--- config.mk ---
export PLATFORM = sky130hd
export DESIGN_NAME = fetch_exec_core
export DESIGN_NICKNAME = d
export VERILOG_FILES = /design/src/rtl/fxc_pkg.sv /design/src/rtl/fxc_decode.sv /design/src/rtl/fxc_alu.sv /design/src/rtl/fxc_regfile.sv /design/src/rtl/fetch_exec_core.sv
export SDC_FILE = /design/constraint.sdc
export NUM_CORES = 1
export LEC_CHECK = 0
export ABC_CLOCK_PERIOD_IN_PS = 5500
export BUFFER_PORTS_ARGS = -buffer_cell sky130_fd_sc_hd__buf_2
export CORE_MARGIN = 2
export CORE_UTILIZATION = 61
export DETAILED_ROUTE_END_ITERATION = 12
export GPL_TIMING_DRIVEN = 0
export PLACE_DENSITY_LB_ADDON = 0.3
export SYNTH_ARGS = -nofsm -noshare
export SYNTH_HDL_FRONTEND = slang
export SYNTH_SLANG_ARGS = --single-unit
--- constraint.sdc ---
create_clock -name clk -period 5.5 [get_ports clk]
set_input_delay 0.275 -clock clk [delete_from_list [all_inputs] [get_ports clk]]
set_output_delay 0.275 -clock clk [all_outputs]
set_load 0.01 [all_outputs]
--- src/rtl/fxc_pkg.sv ---
package fxc_pkg;
  localparam int BYTE_W = 8;

  typedef enum logic [3:0] {
    ST_FADDR, ST_FWAIT, ST_LOADIR, ST_OPWAIT, ST_DECODE,
    ST_DADDR, ST_DWAIT, ST_EXEC, ST_BRANCH
  } seq_e;

  typedef enum logic [1:0] {FMT_NONE = 2'd0, FMT_BR = 2'd1, FMT_IMM = 2'd2, FMT_MEM = 2'd3} fmt_e;
  typedef enum logic [1:0] {ALU_PASS = 2'd0, ALU_ADD = 2'd1, ALU_SUB = 2'd2, ALU_RSV = 2'd3} alu_e;
  typedef enum logic [1:0] {CC_ALWAYS = 2'd0, CC_LESS = 2'd1, CC_ZERO = 2'd2, CC_NEVER = 2'd3} cc_e;

  typedef struct packed {
    fmt_e       fmt;
    alu_e       op;
    cc_e        cc;
    logic       wr_reg;
    logic       wr_flags;
    logic [2:0] len;
  } dec_t;

  typedef struct packed {
    logic n;
    logic z;
    logic v;
    logic c;
  } flags_t;
endpackage

--- src/rtl/fxc_decode.sv ---
module fxc_decode
  import fxc_pkg::*;
(
  input  logic [BYTE_W-1:0] opc,
  output dec_t              dec
);
  logic legal;

  always_comb begin
    dec = '{fmt: FMT_NONE, op: ALU_PASS, cc: CC_NEVER,
            wr_reg: 1'b0, wr_flags: 1'b0, len: 3'd1};
    legal = (opc[5:3] == 3'b000) && (opc[2:0] <= 3'd2);
    if (legal) begin
      case (opc[7:6])
        2'b01: begin
          dec.fmt = FMT_BR;
          dec.cc  = cc_e'(opc[1:0]);
          dec.len = 3'd2;
        end
        2'b10, 2'b11: begin
          dec.fmt      = fmt_e'(opc[7:6]);
          dec.op       = alu_e'(opc[1:0]);
          dec.wr_reg   = 1'b1;
          dec.wr_flags = (opc[1:0] != 2'b00);
          dec.len      = (opc[7:6] == 2'b10) ? 3'd3 : 3'd4;
        end
        default: ;
      endcase
    end
  end
endmodule

--- src/rtl/fxc_alu.sv ---
module fxc_alu
  import fxc_pkg::*;
(
  input  alu_e              op,
  input  logic [BYTE_W-1:0] a,
  input  logic [BYTE_W-1:0] b,
  output logic [BYTE_W-1:0] res,
  output flags_t            flg
);
  logic [BYTE_W:0] wide;

  always_comb begin
    wide  = '0;
    flg.v = 1'b0;
    case (op)
      ALU_ADD: begin
        wide  = {1'b0, a} + {1'b0, b};
        flg.v = (a[BYTE_W-1] == b[BYTE_W-1]) && (wide[BYTE_W-1] != a[BYTE_W-1]);
      end
      ALU_SUB: begin
        wide  = {1'b0, a} - {1'b0, b};
        flg.v = (a[BYTE_W-1] != b[BYTE_W-1]) && (wide[BYTE_W-1] != a[BYTE_W-1]);
      end
      default: wide = {1'b0, b};
    endcase
    res   = wide[BYTE_W-1:0];
    flg.c = wide[BYTE_W];
    flg.n = wide[BYTE_W-1];
    flg.z = (wide[BYTE_W-1:0] == '0);
  end
endmodule

--- src/rtl/fxc_regfile.sv ---
module fxc_regfile
  import fxc_pkg::*;
#(
  parameter int NUM_REGS = 4,
  localparam int SEL_W = $clog2(NUM_REGS)
) (
  input  logic              clk,
  input  logic              rst,
  input  logic [SEL_W-1:0]  rsel,
  output logic [BYTE_W-1:0] rdata,
  input  logic              we,
  input  logic [SEL_W-1:0]  wsel,
  input  logic [BYTE_W-1:0] wdata
);
  logic [BYTE_W-1:0] rd_vec [NUM_REGS];

  for (genvar g = 0; g < NUM_REGS; g++) begin : g_reg
    logic [BYTE_W-1:0] q;
    always_ff @(posedge clk) begin
      if (rst)                               q <= '0;
      else if (we && (wsel == SEL_W'(g)))    q <= wdata;
    end
    assign rd_vec[g] = q;
  end

  assign rdata = rd_vec[rsel];
endmodule

--- src/rtl/fetch_exec_core.sv ---
module fetch_exec_core
  import fxc_pkg::*;
#(
  parameter int          ADDR_W    = 16,
  parameter int          NUM_REGS  = 4,
  parameter logic [15:0] RESET_VEC = 16'h0040
) (
  input  logic              clk,
  input  logic              rst,
  output logic [ADDR_W-1:0] mem_addr,
  output logic              mem_rd_valid,
  input  logic              mem_rd_ready,
  input  logic [BYTE_W-1:0] mem_rdata,
  output logic [ADDR_W-1:0] dbg_pc,
  output logic [BYTE_W-1:0] dbg_ir,
  output logic [3:0]        dbg_flags
);
  localparam int SEL_W  = $clog2(NUM_REGS);
  localparam int OPND_N = 3;
  localparam int OPI_W  = $clog2(OPND_N);

  seq_e              state_q;
  logic [ADDR_W-1:0] pc_q, mar_q;
  logic [BYTE_W-1:0] mdr_q, ir_q;
  logic [BYTE_W-1:0] opnd_q [OPND_N];
  logic [OPI_W-1:0]  opi_q;
  flags_t            flags_q;

  dec_t              dec;
  logic [BYTE_W-1:0] dec_in;
  logic [BYTE_W-1:0] reg_a, alu_b, alu_res;
  flags_t            alu_flg;
  logic              taken, last_opnd, reg_we;
  logic [ADDR_W-1:0] rel_ext, data_ptr;

  assign dec_in = (state_q == ST_LOADIR) ? mdr_q : ir_q;

  fxc_decode u_dec (.opc(dec_in), .dec(dec));

  assign alu_b  = (dec.fmt == FMT_MEM) ? mdr_q : opnd_q[1];
  assign reg_we = (state_q == ST_EXEC) && dec.wr_reg;

  fxc_regfile #(.NUM_REGS(NUM_REGS)) u_rf (
    .clk(clk), .rst(rst),
    .rsel(opnd_q[0][SEL_W-1:0]), .rdata(reg_a),
    .we(reg_we), .wsel(opnd_q[0][SEL_W-1:0]), .wdata(alu_res)
  );

  fxc_alu u_alu (.op(dec.op), .a(reg_a), .b(alu_b), .res(alu_res), .flg(alu_flg));

  always_comb begin
    case (dec.cc)
      CC_ALWAYS: taken = 1'b1;
      CC_LESS:   taken = flags_q.n ^ flags_q.v;
      CC_ZERO:   taken = flags_q.z;
      default:   taken = 1'b0;
    endcase
  end

  assign rel_ext   = {{(ADDR_W-BYTE_W){opnd_q[0][BYTE_W-1]}}, opnd_q[0]};
  assign data_ptr  = ADDR_W'({opnd_q[2], opnd_q[1]});
  assign last_opnd = ({1'b0, opi_q} == (dec.len - 3'd2));

  always_ff @(posedge clk) begin
    if (rst) begin
      state_q <= ST_FADDR;
      pc_q    <= ADDR_W'(RESET_VEC);
      mar_q   <= '0;
      mdr_q   <= '0;
      ir_q    <= '0;
      opi_q   <= '0;
      flags_q <= '0;
      for (int i = 0; i < OPND_N; i++) opnd_q[i] <= '0;
    end else begin
      case (state_q)
        ST_FADDR: begin
          mar_q   <= pc_q;
          state_q <= ST_FWAIT;
        end
        ST_FWAIT: if (mem_rd_ready) begin
          mdr_q   <= mem_rdata;
          state_q <= ST_LOADIR;
        end
        ST_LOADIR: begin
          ir_q  <= mdr_q;
          pc_q  <= pc_q + ADDR_W'(dec.len);
          opi_q <= '0;
          if (dec.len > 3'd1) begin
            mar_q   <= mar_q + ADDR_W'(1);
            state_q <= ST_OPWAIT;
          end else begin
            state_q <= ST_DECODE;
          end
        end
        ST_OPWAIT: if (mem_rd_ready) begin
          opnd_q[opi_q] <= mem_rdata;
          opi_q         <= opi_q + OPI_W'(1);
          mar_q         <= mar_q + ADDR_W'(1);
          if (last_opnd) state_q <= ST_DECODE;
        end
        ST_DECODE: begin
          case (dec.fmt)
            FMT_MEM: state_q <= ST_DADDR;
            FMT_BR:  state_q <= ST_BRANCH;
            default: state_q <= ST_EXEC;
          endcase
        end
        ST_DADDR: begin
          mar_q   <= data_ptr;
          state_q <= ST_DWAIT;
        end
        ST_DWAIT: if (mem_rd_ready) begin
          mdr_q   <= mem_rdata;
          state_q <= ST_EXEC;
        end
        ST_EXEC: begin
          if (dec.wr_flags) flags_q <= alu_flg;
          state_q <= ST_FADDR;
        end
        ST_BRANCH: begin
          if (taken) pc_q <= pc_q + rel_ext;
          state_q <= ST_FADDR;
        end
        default: state_q <= ST_FADDR;
      endcase
    end
  end

  assign mem_addr     = mar_q;
  assign mem_rd_valid = (state_q == ST_FWAIT) || (state_q == ST_OPWAIT) || (state_q == ST_DWAIT);
  assign dbg_pc       = pc_q;
  assign dbg_ir       = ir_q;
  assign dbg_flags    = flags_q;

  logic undef_op;
  assign undef_op = (mdr_q[5:3] != 3'b000) ||
                    ((mdr_q[7:6] == 2'b00) && (mdr_q[2:0] != 3'd0)) ||
                    ((mdr_q[7:6] != 2'b00) && (mdr_q[2:0] > 3'd2));

  AST_ADDR_HOLD: assert property (@(posedge clk) disable iff (rst)
    (mem_rd_valid && !mem_rd_ready) |=> (mem_rd_valid && $stable(mem_addr)))
    else $error("request dropped or address moved under back-pressure");

  AST_FETCH_FROM_PC: assert property (@(posedge clk) disable iff (rst)
    (state_q == ST_FADDR) |=> (mem_rd_valid && mem_addr == $past(pc_q)))
    else $error("opcode fetch not at PC");

  AST_UNDEF_ONE_BYTE: assert property (@(posedge clk) disable iff (rst)
    (state_q == ST_LOADIR && undef_op) |=> (state_q == ST_DECODE && pc_q == $past(pc_q) + ADDR_W'(1)))
    else $error("undefined opcode not a one-byte no-op");

  AST_FLAGS_ONLY_EXEC: assert property (@(posedge clk) disable iff (rst)
    (state_q != ST_EXEC) |=> $stable(flags_q))
    else $error("flags changed outside execute");

  AST_DATA_READ_PC: assert property (@(posedge clk) disable iff (rst)
    (state_q == ST_DADDR || state_q == ST_DWAIT) |=> $stable(pc_q))
    else $error("PC moved during data read");

  AST_BRANCH_NOT_TAKEN: assert property (@(posedge clk) disable iff (rst)
    (state_q == ST_BRANCH && !taken) |=> $stable(pc_q))
    else $error("untaken branch moved PC");
endmodule

* Yosys cells after proc, flatten, opt, wreduce, memory -nomap -nowiden
Memories as Yosys holds them, arrays and structs flattened. Index checks and enable logic that the tools add are counted.
Cells by class: add/sub/neg operators 7, $mul 0, div/mod/pow operators 0, magnitude comparators 3, equal/unequal tests 31, shifts and indexed selects 0, muxes and demuxes 38, bitwise operators 2, reductions and logical operators 28
Operator list (count):
- case mux 16 bit (4 select lines) | 1
- two-way mux 16 bit | 3
- two-way mux 8 bit | 5
- case mux 16 bit (2 select lines) | 1
- case mux 4 bit (7 select lines) | 1
- case mux 9 bit (2 select lines) | 1
- adder 16 x 1 -> 16 bit (second input constant) | 1
- adder 16 bit | 1
- adder 16 x 3 -> 16 bit | 1
- binary-select mux 8 bit (select 2 bit) | 1
- == test 4 x 3 -> 1 bit (second input constant) | 4
- two-way mux 4 bit | 4
- == test 2 bit (second input constant) | 7
- two-way mux 11 bit | 1
- == test 2 x 1 -> 1 bit (second input constant) | 5
- two-way mux 2 bit | 5
- != test 2 bit (second input constant) | 5
- adder 8 x 8 -> 9 bit | 1
- subtractor 8 x 8 -> 9 bit | 1
- == test 4 x 2 -> 1 bit (second input constant) | 2
- logical AND 1 bit | 8
- zero test 8 bit | 1
- case mux 2 bit (2 select lines) | 2
- case mux 4 bit (2 select lines) | 1
- 29 further kinds | 46
Storage, ports and cells: register bits after elaboration 90, bits in latches 0, memory bits (writable) 24, bits in read-only memories 0, input bits 11, output and inout port bits 45, word-level logic and storage cells 124, memories 1
Memories:
- opnd_q | words 3, width 8, read ports 3, clocked after memory_dff 0, write ports 3, RTL line fetch_exec_core.sv:25 | logic [BYTE_W-1:0] opnd_q [OPND_N];

* Logic depth before layout (Yosys ltp)
Gate-level depths: netlist of run 1.
depth after elaboration 12, depth in mapped cells 18, gate-level depth less buffers 16

* Cells and area by module
From an unflattened synthesis of run 1, not the netlist that was laid out.
Second synthesis, totals: cells, all modules 814, area, all modules 7300.8 µm²
Modules (own cells, without submodules):
- fetch_exec_core | times used 1, cells each 523, area an instance 4668.2 µm², seq. area each 1881.8 µm²
- fxc_regfile | times used 1, cells each 128, area an instance 1486.4 µm², seq. area each 640.6 µm²
- fxc_alu | times used 1, cells each 137, area an instance 940.9 µm², seq. area each 0.0 µm²
- fxc_decode | times used 1, cells each 26, area an instance 205.2 µm², seq. area each 0.0 µm²

* Least setup slack after synthesis of run 1
OpenSTA, ideal clock, no wires.
path kind flip-flop to flip-flop, start point register state_q[3], end point register pc_q[14] (netlist: dbg_pc[14]), library setup time 0.122 ns, arrival time 4.222 ns, required time 5.378 ns, path slack 1.156 ns, cell stages (with the launch flop) 16, path buffers 1, clock period less this slack 4.344 ns, cell sequence dfxtp_1 > buf_6 > or4b_4 > mux2i_4 > inv_1 > ha_1 > nand2_1 > o21ai_0 > fa_1 > a21oi_1 > o21bai_1 > a2111oi_0 > o31ai_1 > a2111oi_1 > o31ai_1 > a221o_1
Between the ends: longest elaborated chain between the ends 9, elaborated cells on any way between the ends 23, those cells by class add/sub (1); order compare (1); eq/ne (8); mux (7); reduce/logical (6)
RTL lines:
- start, declared | RTL line fetch_exec_core.sv:22 | seq_e state_q;
- start signal, assigned | RTL line fetch_exec_core.sv:66 | state_q <= ST_FADDR;
- start signal, assigned | RTL line fetch_exec_core.sv:78 | state_q <= ST_FWAIT;
- start signal, assigned | RTL line fetch_exec_core.sv:82 | state_q <= ST_LOADIR;
- == test 4 x 2 -> 1 bit (*) | RTL line fetch_exec_core.sv:36 | assign dec_in = (state_q == ST_LOADIR) ? mdr_q : ir_q;
- two-way mux 8 bit (*)
- net dec_in[6] | RTL line fetch_exec_core.sv:30 | logic [BYTE_W-1:0] dec_in;
- parallel branches: the longest is 2 deep, another holds two-way mux 3 bit
- two-way mux 11 bit (*) | RTL line fxc_decode.sv:13 | if (legal) begin
- parallel branches: the longest is 4 deep, another holds adder 16 x 3 -> 16 bit
- end signal, assigned | RTL line fetch_exec_core.sv:67 | pc_q <= ADDR_W'(RESET_VEC);
- end signal, assigned | RTL line fetch_exec_core.sv:86 | pc_q <= pc_q + ADDR_W'(dec.len);
- end signal, assigned | RTL line fetch_exec_core.sv:121 | if (taken) pc_q <= pc_q + rel_ext;
- end, declared | RTL line fetch_exec_core.sv:23 | logic [ADDR_W-1:0] pc_q, mar_q;
Mark *: on every way through the listed nets, which the timed path passes. A chain may end at the register's enable or synchronous reset.

* Final worst setup path of run 1
start point register ir_q[3] (netlist: dbg_ir[3]), end point register pc_q[14] (netlist: dbg_pc[14])
Between the ends: longest elaborated chain between the ends 8, elaborated cells on any way between the ends 12, those cells by class add/sub (1); eq/ne (3); mux (4); reduce/logical (4)
RTL lines:
- start, declared | RTL line fetch_exec_core.sv:24 | logic [BYTE_W-1:0] mdr_q, ir_q;
- start signal, assigned | RTL line fetch_exec_core.sv:85 | ir_q <= mdr_q;
- two-way mux 8 bit (*)
- zero test 3 bit (*) | RTL line fxc_decode.sv:12 | legal = (opc[5:3] == 3'b000) && (opc[2:0] <= 3'd2);
- logical AND 1 bit (*) | RTL line fxc_decode.sv:12
- two-way mux 11 bit (*) | RTL line fxc_decode.sv:13
- parallel branches: the longest is 4 deep, another holds adder 16 x 3 -> 16 bit
Every way passes the cells marked *.

==> run summary, run 1 <==
Area growth syn-to-layout: 15.0%
CP required: 5.86 ns
Max rail drop VDD: 0.000527 V
Clk sinks: 114
Leakage: 3.38 nW
Place WS: 0.532 ns
Clock Tree Buf Depth: 2
First-pass GRT wire length: 32.9 mm
Post-CTS setup buffer count: 0
Cts repair resizes: 0
Worst Tran Pin Value: 0.833 ns
CP arrival: 5.44 ns
DRC Markers: 0
Maximum clock frequency: 0.197 GHz
Chip Height: 111 µm
Post-Synthesis Cells: 780
Finished Cell Area: 0.00801 mm²
Htree depth: 4
Fin cells: 1008
Syn Area/Cell: 8.93 µm²
CP endpoint kind: flip-flop
Critical path class: reg -> reg
Area of the multi-input gates: 0.00411 mm²
PwrDens: 359 mW/mm²
Placeable Area: 0.0113 mm²
Synth Flop Type: dfxtp_1
Number of flops mapped to enable cells by yosys: 24
Largest cells by area after synthesis: dfxtp_1 (26%), edfxtp_1 (10%), ha_1 (7.4%)
CTS tree: done
GP Congestion: 0.931
Vias: 6679
Antenna viol nets, final: 0
Hold_buf cts: 0
Final hold vios: 0
Remaining global-route overflow: 0
Max-slew headroom: 0.436
GR Util All Layers: 0.336
Fin Clk Skew: 0.00905 ns
CP Launch Type: flip-flop
Antenna violations before repair: 1
Outcome: completed
Fill count: 848
Post-synth ARST share: 0
Syn_nets: 835
Placed inst area: 0.00741 mm²
CTS root buffer: clkbuf_16
CTS Buf Count: 17
RSZ-0062 raised after global routing: false
Slew Viols, Final: 0
Register area: 0.00252 mm²
CP max FO: 5
Vias in the first global route: 6299
Final WL: 20.4 mm
DR iter-0 viols: 926
Row cnt: 39
Seq/Total Area, Yosys: 0.362
CTS clk-pin slew, worst paths: 0.06 ns
Seq cells post-synth: 114
Initial Utilization: 0.618
Number of I/O port buffers: 53
Latest clock arrival within the worst-skew pair: 0.42 ns
Post-synthesis cell area: 0.00697 mm²
Largest net degree at the start of global routing: 17
Final setup vio count: 0
Via-per-instance ratio: 6.63
Post-synthesis cell type count: 81
MaxCap Viol Count: 0
Synth area leader: dfxtp_1
Post-synth top cells: nor2_1 (95), dfxtp_1 (90), nand2_1 (51), a21oi_1 (49), ha_1 (41)
Avg WL per Cell: 20.3 µm
Fin util: 0.711
Count leader, synth: nor2_1
IO Count: 56
Worst hold path type: in -> reg
Placed Cells: 976
Top-area cell type share of the netlist area: 0.259
Nets@finish: 907
Final period util: 0.924
Die Area: 0.0123 mm²
Post-layout min period: 5.08 ns
Die X-Extent: 111 µm
Share of post-route cells with drive strength above 1: 0.142
Setup TNS Final: 0 ns
Synthesis Warnings: 0
Post-route setup slack: 0.419 ns
N_diodes: 0
DP HPWL: 14.7 mm
TritonRoute pass-1 iters: 8
layout by cell type (no fill, tap or decap), drive strengths merged, types with 4 or more instances in the layout:
cell | netlist | layout
nor2 | 95 | 95
dfxtp | 90 | 90
buf | 9 | 62
clkbuf | 36 | 58
a21oi | 52 | 52
nand2 | 51 | 51
ha | 41 | 41
inv | 39 | 39
o21ai | 36 | 36
a211oi | 34 | 34
and3 | 29 | 29
edfxtp | 24 | 24
mux2i | 22 | 22
a22oi | 18 | 18
nor3 | 16 | 16
nand3 | 12 | 12
xnor2 | 12 | 12
a221o | 12 | 12
a21o | 10 | 10
mux4 | 8 | 8
o21bai | 8 | 8
nor3b | 8 | 8
mux2 | 8 | 8
and2 | 7 | 7
nand2b | 7 | 7
nor2b | 6 | 6
or3 | 5 | 5
o31ai | 5 | 5
nor4 | 5 | 5
nand4 | 5 | 5
or2 | 5 | 5
a221oi | 5 | 5
a211o | 4 | 4
a31oi | 4 | 4
clkinv | 0 | 4
clkinvlp | 0 | 4
flip-flops by register name (all words and copies together) (netlist names):
| signal | cells |
|---|---|
| u_rf.g.q | 32 |
| mdr_q | 8 |
| mem_addr | 16 |
| state_q | 4 |
| opi_q | 2 |
| dbg_flags | 4 |
| dbg_ir | 8 |
| opnd_q | 24 |
| dbg_pc | 16 |
layout make-up:
type,count,share of cell area
inverters,39,0.0183
plain buffers,45,0.0234
well taps,143,0.0223
multi-input cells,582,0.513
clock buffers,22,0.0619
repair buffers,53,0.0331
flip-flops and latches,114,0.315
clock inverters,10,0.0131
final timing paths:
check                                   from    endpoint  slack [ns]  depth (start not counted)
worst max-delay path               dbg_ir[3]  dbg_pc[14]        0.42                         15
worst min-delay path            mem_rdata[1]    mdr_q[1]        0.18                          3
worst max register to register     dbg_ir[3]  dbg_pc[14]        0.42                         15
worst min register to register     dbg_ir[5]   dbg_ir[5]        0.47                          2
cells by family after synthesis:
kind of cell / after synthesis / share of synthesized area
xor gates and xnor gates: 15 / 0.0189
adders and majority gates: 44 / 0.0823
buffers and inverters: 84 / 0.0480
DFF: 114 / 0.362
AOI/OAI and AO/OA: 221 / 0.225
and+or+nand+nor: 264 / 0.191
muxes: 38 / 0.0733
through the flow:
stage	power, W	hold slack (ns)
3_5_place_dp	0.00175	0.465
4_1_cts	0.00285	0.167
5_1_grt	0.00299	0.199
3_3_place_gp	0.00172	0.454
2_1_floorplan	0.00153	0.419
6_report	0.00288	0.178
routing by layer:
layer  track usage  vias up  wire length, µm
li1              -     3037                -
met1         0.474     3208             8490
met2         0.516      376             9300
met3        0.0727       56             2120
met4         0.111        2              523
met5             0        -               13
critical path: stages (launching register included):
cell,delay (ns)
dfxtp_1,0.32
nor4_1,0.70
nand3_1,0.25
nand2_1,0.23
nand2_1,0.18
mux2_2,0.31
ha_1,0.23
fa_1,0.41
a21oi_1,0.16
o21bai_1,0.13
a2111oi_0,0.60
o31ai_1,0.23
a2111oi_1,0.66
o31ai_1,0.21
nor4b_1,0.27
a221o_1,0.15
power by group:
part           switching [W]  leakage [nW]  internal [W]
Combinational       0.000532          2.13      0.000268
Clock               0.000389         0.280      0.000722
Sequential         0.0000578         0.975      0.000907
Total               0.000978          3.38       0.00190
Power figures use the tool's default switching activity.
==> run 2: changes to the inputs <==
Settings changed: ABC_AREA from default to 1, SLEW_MARGIN from default to 25.
==> run 2 against run 1 <==
Clock power increased by 4%. Sequential share of layout area decreased by 0.54 points. Power increased by 16%. Clock skew increased by 0.0021 ns. Sequential power increased by 14%. Combinational power increased by 35%. Count of clock-buffer cells in the layout decreased by 1. First-iteration DRC count decreased by 17%. Register-to-register slack improved by 1.1 ns. Maximum frequency increased by 29%. Wire length decreased by 4.8%. Worst hold slack got worse by 0.058 ns.
==> run summary, run 2 <==
Outcome: completed
Final setup vio count: 0 (unchanged)
Max-slew headroom: 0.471 (+0.0349)
Post-Synthesis Cells: 979 (+26%)
Die X-Extent: 112 µm (+0.86%)
First-pass GRT wire length: 30.9 mm (-6.0%)
GRT met2 Usage: 0.486 (-0.0297)
Leading cell type in the layout, fill and taps excluded: nand2_1
Hold_buf cts: 0 (unchanged)
Reg2Reg Depth: 17 (+2)
Worst Tran Pin Value: 0.794 ns (-0.0391 ns)
Clk sinks: 114 (unchanged)
IO Count: 56 (unchanged)
N_diodes: 0 (unchanged)
Critical Path End: dbg_pc[12]
Fin Clk Skew: 0.0111 ns (+0.00208 ns)
Antenna violations before repair: 0 (-1)
Reg2reg end: dbg_pc[12]
Slowest-stage cell, CP: fa_1
Via-per-instance ratio: 5.79 (-13%)
CP arrival: 4.24 ns (-1.20 ns)
Most frequent cells in the layout: nand2_1 (164), inv_1 (152), nor2_1 (93)
GP Congestion: 0.942 (+1.2%)
Clock Tree Buf Depth: 2 (unchanged)
CP required: 5.79 ns (-0.07 ns)
Post-synthesis cell type count: 52 (-36%)
Placed inst area: 0.00754 mm² (+1.8%)
CTS clk-pin slew, worst paths: 0.05 ns (about the same)
Crit-path cells: inv_2 > nor2_4 > nand2_2 > buf_6 > o21ai_4 > buf_2 > ha_1 > nand2_1 > a21oi_1 > fa_1 > a21o_1 > a21oi_1 > o21ai_0 > a21oi_1 > o21ai_0 > xor2_1 > a21oi_1
Remaining global-route overflow: 0 (unchanged)
Share of post-route cells with drive strength above 1: 0.122 (-0.0202)
CP Launch Type: flip-flop
Syn Area/Cell: 7.24 µm² (-19%)
Finished Cell Area: 0.00815 mm² (+1.7%)
Number of flops mapped to enable cells by yosys: 24 (unchanged)
DRC Markers: 0 (unchanged)
Area growth syn-to-layout: 14.9% (about the same)
Critical path class: reg -> reg
DR iter-0 viols: 767 (-17%)
CP max FO: 10 (+5)
Placeable Area: 0.0114 mm² (+0.87%)
WP depth: 17 (+2)
Post-route setup slack: 1.55 ns (+1.13 ns)
Max FFs per register: 32 (unchanged)
Worst hold path type: in -> reg
Post-synth top cells: nand2_1 (164), inv_1 (152), nor2_1 (93), dfxtp_1 (90), a21oi_1 (88)
Delay-heaviest family, CP: compound AO/OA/AOI/OAI gates
Row cnt: 39 (unchanged)
Setup TNS Final: 0 ns (unchanged)
Slew Viols, Final: 0 (unchanged)
Busiest layer in global routing: met2
Initial Utilization: 0.624 (+0.00570)
Buffers & Inverters on Critical Path: 3 (+3)
Nets@finish: 1108 (+22%)
Leakage: 3.87 nW (+15%)
Number of I/O port buffers: 55 (+3.8%)
CP endpoint kind: flip-flop
Worst setup path startpoint: state_q[1]
Vias: 6999 (+4.8%)
Fill count: 898 (+5.9%)
Post-synthesis cell area: 0.00709 mm² (+1.8%)
Seq cells post-synth: 114 (unchanged)
Final hold vios: 0 (unchanged)
GR Util All Layers: 0.313 (-0.0229)
Largest net degree at the start of global routing: 17 (unchanged)
TritonRoute pass-1 iters: 6 (-2)
Synthesis Warnings: 0 (unchanged)
RSZ-0062 raised after global routing: false
Place WS: 1.78 ns (+1.24 ns)
Post-synth ARST share: 0 (unchanged)
Avg WL per Cell: 16.1 µm (-21%)
Count leader, synth: nand2_1
Final period util: 0.718 (-0.206)
Crit-path max cell delay: 0.45 ns (-0.25 ns)
Total power: 0.00332 W (+16%)
Hold Path Depth: 3 (unchanged)
Biggest register: u_rf.g.q
Synth Flop Type: dfxtp_1
Latest clock arrival within the worst-skew pair: 0.42 ns (about the same)
Register area: 0.00252 mm² (unchanged)
Chip Height: 112 µm (+0.86%)
Cts repair resizes: 0 (unchanged)
R2r setup slk: 1.55 ns (+1.13 ns)
Post-layout min period: 3.95 ns (-1.13 ns)
CP dominant cell by count: a21oi_1
M3 GR Usage: 0.0675 (-0.00522)
Synth area leader: dfxtp_1
Maximum clock frequency: 0.253 GHz (+29%)
CTS tree: done
Vias in the first global route: 6172 (-2.0%)
R2R Path Start: state_q[1]
Top-area cell type share of the netlist area: 0.254 (-0.00456)
DP HPWL: 14.4 mm (-1.9%)
Largest cells by area after synthesis: dfxtp_1 (25%), edfxtp_1 (10%), nand2_1 (8.7%)
MaxCap Viol Count: 0 (unchanged)
Area of the multi-input gates: 0.00381 mm² (-7.3%)
Post-CTS setup buffer count: 0 (unchanged)
Top Registers: u_rf.g.q (32), opnd_q (24)
Die Area: 0.0125 mm² (+1.7%)
Global routing usage on met1: 0.444 (-0.0301)
PwrDens: 408 mW/mm² (+14%)
Final WL: 19.5 mm (-4.8%)
Syn_nets: 1034 (+24%)
CTS root buffer: clkbuf_16
Antenna viol nets, final: 0 (unchanged)
Fin util: 0.717 (+0.00611)
CTS Buf Count: 17 (unchanged)
Max rail drop VDD: 0.000399 V (-24%)
Htree depth: 4 (unchanged)
Seq/Total Area, Yosys: 0.356 (-0.00639)
==> run 2: report_power, final <==
part           internal [W]  switching [W]
Clock              0.000754       0.000393
Sequential         0.000972       0.000128
Combinational      0.000359       0.000716
Total               0.00209        0.00124
==> run 2: per-layer routing <==
| metal | vias to the layer above | wire (µm) |
|---|---|---|
| met5 | - | 0 |
| met4 | 0 | 299 |
| met3 | 29 | 1880 |
| met2 | 327 | 8640 |
| met1 | 3211 | 8650 |
| li1 | 3432 | - |
==> run 2: layout make-up <==
cell class,instances,share of cell area
multi-input cells,672,0.468
flip-flops and latches,114,0.310
inverters,161,0.0742
clock buffers,21,0.0540
repair buffers,55,0.0338
well taps,143,0.0220
clock inverters,11,0.0201
plain buffers,32,0.0189
==> run 2: worst min-delay path by stage <==
stage                       from            to  slack [ns]
floorplan           mem_rd_ready    state_q[1]        0.41
global placement    dbg_flags[0]  dbg_flags[0]        0.46
detailed placement  dbg_flags[0]  dbg_flags[0]        0.47
CTS                 mem_rd_ready    state_q[1]        0.11
global route        mem_rd_ready    state_q[1]        0.15
finish              mem_rd_ready    state_q[1]        0.12
==> run 2: tightest hold or removal path, stage by stage <==
cell	delay (ns)
buf_2	0.10
nor2_1	0.05
nor2_1	0.08
==> run 2: metrics by stage <==
stage / instances / hold slack [ns]
5_1_grt: 1209 / 0.151
3_3_place_gp: 1177 / 0.456
3_5_place_dp: 1177 / 0.465
6_report: 1209 / 0.120
2_1_floorplan: 979 / 0.410
4_1_cts: 1209 / 0.108
==> run 2: kinds of logic after synthesis <==
family / synth area share
AOI/OAI and AO/OA: 0.206
DFF: 0.356
xor gates and xnor gates: 0.0235
adders and majority gates: 0.0808
and+or+nand+nor: 0.227
buffers and inverters: 0.107
